**config.mk**
```make
export PLATFORM = sky130hd
export DESIGN_NAME = i2c_addr_responder
export DESIGN_NICKNAME = d
export VERILOG_FILES = /design/src/rtl/i2c_addr_responder.sv
export SDC_FILE = /design/constraint.sdc
export NUM_CORES = 1
export LEC_CHECK = 0
export BUFFER_PORTS_ARGS = -buffer_cell sky130_fd_sc_hd__buf_2
export CAP_MARGIN = 0
export CELL_PAD_IN_SITES_DETAIL_PLACEMENT = 1
export CELL_PAD_IN_SITES_GLOBAL_PLACEMENT = 2
export CORE_UTILIZATION = 35
export CTS_CLUSTER_DIAMETER = 200
export DETAILED_ROUTE_END_ITERATION = 10
export PLACE_DENSITY_LB_ADDON = 0.3
export SETUP_SLACK_MARGIN = 0.05
export SLEW_MARGIN = 20
export SYNTH_ARGS = -nofsm -noshare
export SYNTH_HDL_FRONTEND = slang
export SYNTH_SLANG_ARGS = --single-unit
export TNS_END_PERCENT = 100
```
**constraint.sdc**
```tcl
create_clock -name clk -period 3 [get_ports clk]
set_clock_uncertainty 0.05 [all_clocks]
set_input_delay 0.45 -clock clk [delete_from_list [all_inputs] [get_ports clk]]
set_output_delay 0.45 -clock clk [all_outputs]
set_load 0.01 [all_outputs]
```
**src/rtl/i2c_addr_responder.sv**
```systemverilog
module i2c_addr_responder (
  input  logic       clk,
  input  logic       rst_n,
  input  logic       scl_in,
  input  logic       sda_in,
  input  logic [6:0] own_addr,
  input  logic       ack_ctl,
  input  logic [7:0] tx_data,
  input  logic       host_go,
  output logic       sda_oe,
  output logic       scl_oe,
  output logic       addressed,
  output logic       rw_bit,
  output logic       irq,
  output logic       master_nack,
  output logic [7:0] rx_data
);
  typedef enum logic [2:0] {IDLE, ADDR, RXD, TXD, MUTE} st_t;
  st_t        st;
  logic       scl_q, sda_q;
  logic [7:0] sh;
  logic [3:0] bitn;

  wire scl_rise = ~scl_q & scl_in;
  wire scl_fall = scl_q & ~scl_in;
  wire start_c  = scl_q & scl_in & sda_q & ~sda_in;
  wire stop_c   = scl_q & scl_in & ~sda_q & sda_in;
  wire take     = host_go & irq;
  wire go       = host_go | ~irq;
  wire tx_next  = (st == TXD) | ((st == ADDR) & rw_bit);
  wire [7:0] nxt = host_go ? tx_data : sh;

  always_ff @(posedge clk or negedge rst_n) begin
    if (!rst_n) begin
      st <= IDLE; scl_q <= 1'b1; sda_q <= 1'b1; sh <= '0; bitn <= '0;
      sda_oe <= 1'b0; scl_oe <= 1'b0; addressed <= 1'b0; rw_bit <= 1'b0;
      irq <= 1'b0; master_nack <= 1'b0; rx_data <= '0;
    end else begin
      scl_q <= scl_in;
      sda_q <= sda_in;
      if (take) begin
        irq <= 1'b0;
        if (tx_next) sh <= tx_data;
      end
      if (start_c || stop_c) begin
        st <= start_c ? ADDR : IDLE;
        bitn <= '0; sda_oe <= 1'b0; scl_oe <= 1'b0;
        addressed <= 1'b0; irq <= 1'b0; master_nack <= 1'b0;
      end else if (scl_oe) begin
        if (host_go) begin
          scl_oe <= 1'b0;
          if (st == TXD) sda_oe <= ~tx_data[7];
        end
      end else if (scl_rise) begin
        if (st == ADDR || st == RXD || st == TXD) begin
          bitn <= bitn + 4'd1;
          if (bitn < 4'd8 && st != TXD) sh <= {sh[6:0], sda_in};
          if (bitn == 4'd8 && st == TXD) master_nack <= sda_in;
        end
      end else if (scl_fall) begin
        case (st)
          ADDR: begin
            if (bitn == 4'd8) begin
              if (sh[7:1] == own_addr) begin
                addressed <= 1'b1; rw_bit <= sh[0]; irq <= 1'b1; sda_oe <= 1'b1;
              end else st <= MUTE;
            end else if (bitn == 4'd9) begin
              bitn <= '0;
              st <= rw_bit ? TXD : RXD;
              if (go) sda_oe <= rw_bit & ~nxt[7];
              else begin sda_oe <= 1'b0; scl_oe <= 1'b1; end
            end
          end
          RXD: begin
            if (bitn == 4'd8) begin
              rx_data <= sh; irq <= 1'b1; sda_oe <= ~ack_ctl;
            end else if (bitn == 4'd9) begin
              bitn <= '0; sda_oe <= 1'b0;
              if (!go) scl_oe <= 1'b1;
            end
          end
          TXD: begin
            if (bitn >= 4'd1 && bitn <= 4'd7) begin
              sh <= {sh[6:0], 1'b0}; sda_oe <= ~sh[6];
            end else if (bitn == 4'd8) begin
              sda_oe <= 1'b0; irq <= 1'b1;
            end else if (bitn == 4'd9) begin
              bitn <= '0;
              if (master_nack) st <= MUTE;
              else if (go) sda_oe <= ~nxt[7];
              else scl_oe <= 1'b1;
            end
          end
          default: ;
        endcase
      end
    end
  end
endmodule


```
==> flow_summary.yaml, run 1 <==
status:
  status: "finished clean"
finish:
  drive_above_1_share: 0.282
  ff_latch_area_um2: 778
  multiInputGateArea_um2: 1140
  fin_area_um2: 2340
  fin_nets: 260
  syn_to_final_growth_pct: 17.5
  antenna_cells: 0
  nFillCells: 625
critical_path:
  cpMaxStageDelayCell: "nor4_4"
  worstPathArrival_ns: 2.57
  crit_fanout: 9
  start_kind: "flop"
  reg2reg_from: "scl_q"
  cp.required_ns: 3.11
  cp-end-kind: "flop"
  slowest_delay_ns: 0.58
  worstSetupStartpoint: "scl_q"
  crit_chain: "inv_1 -> ha_1 -> nand2b_4 -> nor2_4 -> nand2_1 -> nor4_4 -> mux2_2"
  crit_type: "reg2reg"
  r2r_slack_ns: 0.55
logic_synthesis:
  syn_nets: 224
  synth_async_sr_flop_share: 1.00
  synth_top_cell_area_share: 0.365
  synth.distinct_cells: 54
  netlist_instances: 197
  synthMostInstantiatedCell: "dfrtp_1"
  yosysSeqAreaShare: 0.391
  synth_edf_count: 0
  synth_area_leaders: "dfrtp_1 36%, mux2i_1 6.0%, nor2_1 4.0%, ha_1 3.8%, xnor2_1 3.5%"
  synth_seq_cells: 31
  postSynthAreaPerCell_um2: 10.1
  yosysWarnings: 0
  ys.flop_type: "dfrtp_1"
  synth_area_um2: 1990
  yosys-top-cells-count: "29 x dfrtp_1, 21 x nor2_1, 13 x a21oi_1"
  synth_largest_area_cell: "dfrtp_1"
die:
  die_x_um: 77.4
  rows: 27
  core_um2: 5510
  fp.dieArea_um2: 5990
  num_io_pins: 35
  start_util: 0.362
  die_y_um: 77.4
clock_network:
  numCtsBuffers: 5
  cts_root_buffer: "clkbuf_8"
  cts-resized-gates: 0
  post_cts_buffers: 0
  worstSkewPairLatency_ns: 0.28
  htreeDepth: 2
  hold_buffers: 0
  cts_max_path_buffers: 2
  clock_sinks: 31
  clk_pin_slew_ns: 0.07
  cts_tree: "built"
timing:
  maxSlewViolCount: 0
  final.min_clock_period_ns: 2.45
  setup_viol: 0
  min_period_over_period: 0.818
  fin_setup_tns_ns: 0
  grt_setup_unrepaired: "false"
  worstMarginPinSlew_ns: 0.699
  relSlewSlack: 0.534
  fmax_ghz: 0.408
  finalHoldViolCount: 0
grt:
  grt_util_all_layers: 0.189
  grt_pass1_wl_um: 8780
  first_global_vias: 1710
  antenna_found_initial: 0
  overflow: 0
  grt_max_degree: 32
power:
  seq_power_share: 0.401
  vdd_drop_max_v: 0.000291
  clock_power_share: 0.260
  p_comb_frac: 0.339
  power_leakage_nw: 1.04
  p_per_area_nw_per_um2: 705
  p_int_w: 0.00103
  swShare: 0.373
  power.net_switching_w: 0.000615
routing:
  drc_errors: 0
  viasPerCell: 5.40
  drt_first_pass_iters: 4
  wl_per_cell_um: 16.7
  vias: 1652
  wl_um: 5110
  drtIter0Drc: 81
  drtAntennaViolNets: 0
placed_design:
  port-buffer-count: 34
  hpwlAfterDp_um: 3840
  gp_routability_congestion: 0.816
  placed_area_um2: 2220
hold_path:
  min_path_type: "in2async"
flow_run:
  maxCapViolCount: 0
layout make-up:
type                            instances  share of cell area
Tap cell                               72              0.0385
Clock inverter                          2              0.0150
Sequential cell                        31               0.333
Multi-Input combinational cell        151               0.487
Timing Repair Buffer                   36              0.0791
Inverter                                8              0.0128
Clock buffer                            6              0.0353
cell usage in the layout (no fill, tap or decap), drive strengths merged, types with 2 or more instances in the layout:
master / netlist / routed
dfrtp: 29 / 29
clkbuf: 2 / 6
nand4: 5 / 5
o311ai: 3 / 3
nand2b: 6 / 6
nor2: 23 / 23
mux2i: 12 / 12
buf: 5 / 36
nor4b: 3 / 3
a21oi: 13 / 13
or4: 2 / 2
nand2: 6 / 6
inv: 8 / 8
nand3: 6 / 6
nor3: 5 / 5
xnor2: 8 / 8
o21ai: 10 / 10
and2: 3 / 3
nor4: 3 / 3
ha: 6 / 6
nor2b: 5 / 5
nand3b: 2 / 2
mux2: 10 / 10
a211oi: 2 / 2
o211ai: 4 / 4
dfstp: 2 / 2
path summary, 6_finish.rpt:
check | end | cells past startpoint
max | rx_data[0] | 7
max reg2reg | rx_data[0] | 7
min | st[0] | 1
max in group asynchronous | rx_data[2] | 1
min in group clk | scl_q | 1
min reg2reg | rx_data[1] | 1
worst max-delay path, delay by kind of cell (launching register included):
| kind | cells | cell delay, ns |
|---|---|---|
| flops | 1 | 0.54 |
| buf+inv | 1 | 0.04 |
| fa+ha+maj | 1 | 0.28 |
| mux | 1 | 0.41 |
| simple gates | 4 | 1.01 |
through the flow:
stage           util  hold WS (ns)  instances  setup WS, ns  total power (W)
2_1_floorplan      -         0.104        197         0.821          0.00106
3_3_place_gp   0.404         0.434        298         0.580          0.00123
3_5_place_dp   0.404         0.419        298         0.521          0.00123
4_1_cts        0.425         0.190        306         0.548          0.00167
5_1_grt        0.425         0.216        306         0.396          0.00177
6_report       0.425         0.161        306         0.547          0.00165
sequential cells by signal, indices dropped and copies added (netlist names):
signal / count
sh: 8
scl_q: 1
rx_data: 8
rw_bit: 1
sda_q: 1
scl_oe: 1
bitn: 4
addressed: 1
master_nack: 1
st: 3
sda_oe: 1
irq: 1
routing by layer:
layer	part of all wire	wire length (um)	track usage	vias up
met5	0	0	0	-
met3	0.036	182	0.0365	9
met1	0.48	2470	0.264	827
met2	0.47	2400	0.296	27
li1	-	-	-	789
met4	0.012	63	0.0566	0
logic make-up (layout without fill, tap and decap cells):
kind of cell               Yosys count  count (layout)  share of synthesized area
xor gates and xnor gates             9               9                     0.0396
buffers and inverters               15              52                     0.0371
adders and majority gates            6               6                     0.0377
muxes                               22              22                      0.119
and+or+nand+nor                     75              75                      0.248
DFF                                 31              31                      0.391
AOI/OAI and AO/OA                   39              39                      0.128
power groups by stage:
| stage | registers [W] | logic (W) | clock network, W |
|---|---|---|---|
| 2_1_floorplan | 0.000601 | 0.000457 | 0 |
| 3_3_place_gp | 0.000670 | 0.000559 | 0 |
| 3_5_place_dp | 0.000669 | 0.000563 | 0 |
| 4_1_cts | 0.000661 | 0.000566 | 0.000444 |
| 5_1_grt | 0.000685 | 0.000628 | 0.000457 |
| 6_report | 0.000661 | 0.000559 | 0.000428 |
(Power assumes the default switching activity.)
==> run 2: changes to the inputs <==
--- a/config.mk
+++ b/config.mk
@@ -9,7 +9,7 @@
 export CAP_MARGIN = 0
 export CELL_PAD_IN_SITES_DETAIL_PLACEMENT = 1
 export CELL_PAD_IN_SITES_GLOBAL_PLACEMENT = 2
-export CORE_UTILIZATION = 35
+export CORE_UTILIZATION = 32
 export CTS_CLUSTER_DIAMETER = 200
 export DETAILED_ROUTE_END_ITERATION = 10
 export PLACE_DENSITY_LB_ADDON = 0.3
==> constraint.sdc (replaced) <==
create_clock -name clk -period 2.01 [get_ports clk]
set_clock_uncertainty 0.05 [all_clocks]
set_input_delay 0.3015 -clock clk [delete_from_list [all_inputs] [get_ports clk]]
set_output_delay 0.3015 -clock clk [all_outputs]
set_load 0.01 [all_outputs]
==> flow_summary.yaml, run 2 (synthesis gave the netlist of run 1 again) <==
power:
  swShare: 0.385
  vdd_drop_max_v: 0.000490
  seq_power_share: 0.343
  p_comb_frac: 0.428
  p_int_w: 0.00179
  p_per_area_nw_per_um2: 1030
  power.net_switching_w: 0.00112
  power_w: 0.00290
  clock_power_share: 0.229
  power_leakage_nw: 1.23
clock_network:
  clk_pin_slew_ns: 0.07
  cts_tree: "built"
  numCtsBuffers: 5
  hold_buffers: 0
  cts_root_buffer: "clkbuf_8"
  worstSkewPairLatency_ns: 0.29
  clock_sinks: 31
  htreeDepth: 2
  cts_max_path_buffers: 2
timing:
  worstMarginPinSlew_ns: 0.749
  fmax_ghz: 0.497
  hold_ws_ns: 0.0224
  finalHoldViolCount: 0
  setup_viol: 2
  maxSlewViolCount: 0
  final.min_clock_period_ns: 2.01
  relSlewSlack: 0.501
  min_period_over_period: 1.00
  grt_setup_unrepaired: "true"
  fin_ws_ns: -0.00380
hold_path:
  min_path_type: "in2async"
finish:
  ff_latch_area_um2: 781
  fin_nets: 294
  nFillCells: 696
  fin_util: 0.472
  instances_no_fill: 343
  syn_to_final_growth_pct: 41.4
  drive_above_1_share: 0.500
  antenna_cells: 0
  largestRegisters: "rx_data x8, sh x8, bitn x4"
  final_common_cell: "buf_2"
  final_cell_mix: "34 x buf_2, 33 x buf_4, 27 x dfrtp_1"
  multiInputGateArea_um2: 1330
grt:
  grt_max_degree: 32
  first_global_vias: 1747
  antenna_found_initial: 0
  overflow: 0
  grt_pass1_wl_um: 9400
  grt_util_all_layers: 0.194
routing:
  drt_first_pass_iters: 4
  vias: 1783
  drc_errors: 0
  wl_per_cell_um: 17.6
  drtAntennaViolNets: 0
  drtIter0Drc: 55
  viasPerCell: 5.20
  wl_um: 6050
die:
  die_x_um: 80.9
  die_y_um: 80.9
  start_util: 0.334
  rows: 28
  fp.dieArea_um2: 6540
  num_io_pins: 35
  core_um2: 5960
placed_design:
  pre_cts_ws_ns: -0.0193
  hpwlAfterDp_um: 4270
  port-buffer-count: 34
  gp_routability_congestion: 0.790
  place_inst: 322
critical_path:
  cp.required_ns: 2.13
  worstPathArrival_ns: 2.14
  crit_type: "reg2reg"
  start_kind: "flop"
  cp-end-kind: "flop"
  crit_fanout: 8
flow_run:
  maxCapViolCount: 0
status:
  status: "complete, but fails checks"
  violations: "setup timing"
## run 2: changes by cell type in the layout (fill, tap and decap cells not counted), moves of 3 or more
cell	before	now
inv_2	0	3
mux2_1	3	0
a21oi_2	0	4
ha_4	0	3
mux2_4	1	9
nor2_1	21	13
mux2_2	6	1
buf_4	2	33
a21oi_1	13	9
nor2_2	1	6
nor2_4	1	4
inv_1	8	5
ha_1	6	3
## run 2: final timing paths
kind | start | endpoint | slack, ns | depth (start not counted)
worst max-delay path | scl_q | rx_data[4] | -0.004 | 8
worst min-delay path | rst_n | irq | 0.02 | 1
worst min register to register | rx_data[1] | rx_data[1] | 0.47 | 1
worst max register to register | scl_q | rx_data[4] | -0.004 | 8
max in group asynchronous | rst_n | st[1] | 1.37 | 1
min in group clk | scl_in | scl_q | 0.10 | 1
## run 2: cell type report
type                       count  area share
clock buffer                   6      0.0293
sequential                    31       0.277
timing repair buffer          70       0.164
clock inverter                 2      0.0124
multi-input combinational    151       0.473
inverter                       8      0.0107
tap                           75      0.0333
## run 2: power by group through the flow
stage | Combinational (W) | Clock (W) | Sequential [W]
2_1_floorplan | 0.000689 | 0 | 0.000898
3_3_place_gp | 0.000999 | 0 | 0.000977
3_5_place_dp | 0.00102 | 0 | 0.000981
4_1_cts | 0.00105 | 0.000680 | 0.000970
5_1_grt | 0.00136 | 0.000711 | 0.00102
6_report | 0.00124 | 0.000664 | 0.000996
## run 2: worst max-delay path: stages, from the launching register on
cell and delay (ns):
dfstp_2 0.56, inv_2 0.05, ha_4 0.16, nand2b_4 0.15, nor2_4 0.09, nand2_2 0.07
nor4_4 0.28, buf_12 0.18, mux2_4 0.30
## run 2: per-stage QoR
| stage | cell area, um^2 | setup TNS, ns |
|---|---|---|
| 6_report | 2810 | -0.00571 |
| 5_1_grt | 2810 | -0.808 |
| 4_1_cts | 2580 | -0.0522 |
| 3_5_place_dp | 2420 | -0.0672 |
| 3_3_place_gp | 2420 | -0.0569 |
| 2_1_floorplan | 2020 | -0.972 |
## run 2: what timing repair did
action | in CTS | in global routing
endpoints found under the setup margin | 19 | 26
buffers inserted | 2 | 10
gates resized for setup | 10 | 38
pin swaps | 2 | 8
gates cloned | 0 | 1
endpoints found under the hold margin | 0 | 0
## run 2: metal layers
metal,vias to the layer above,global-route usage,routed length (um),part of all wire
met5,-,0,0,0
met3,11,0.0382,143,0.024
met1,895,0.268,2930,0.48
met4,0,0.0589,106,0.018
li1,855,-,-,-
met2,22,0.304,2870,0.47
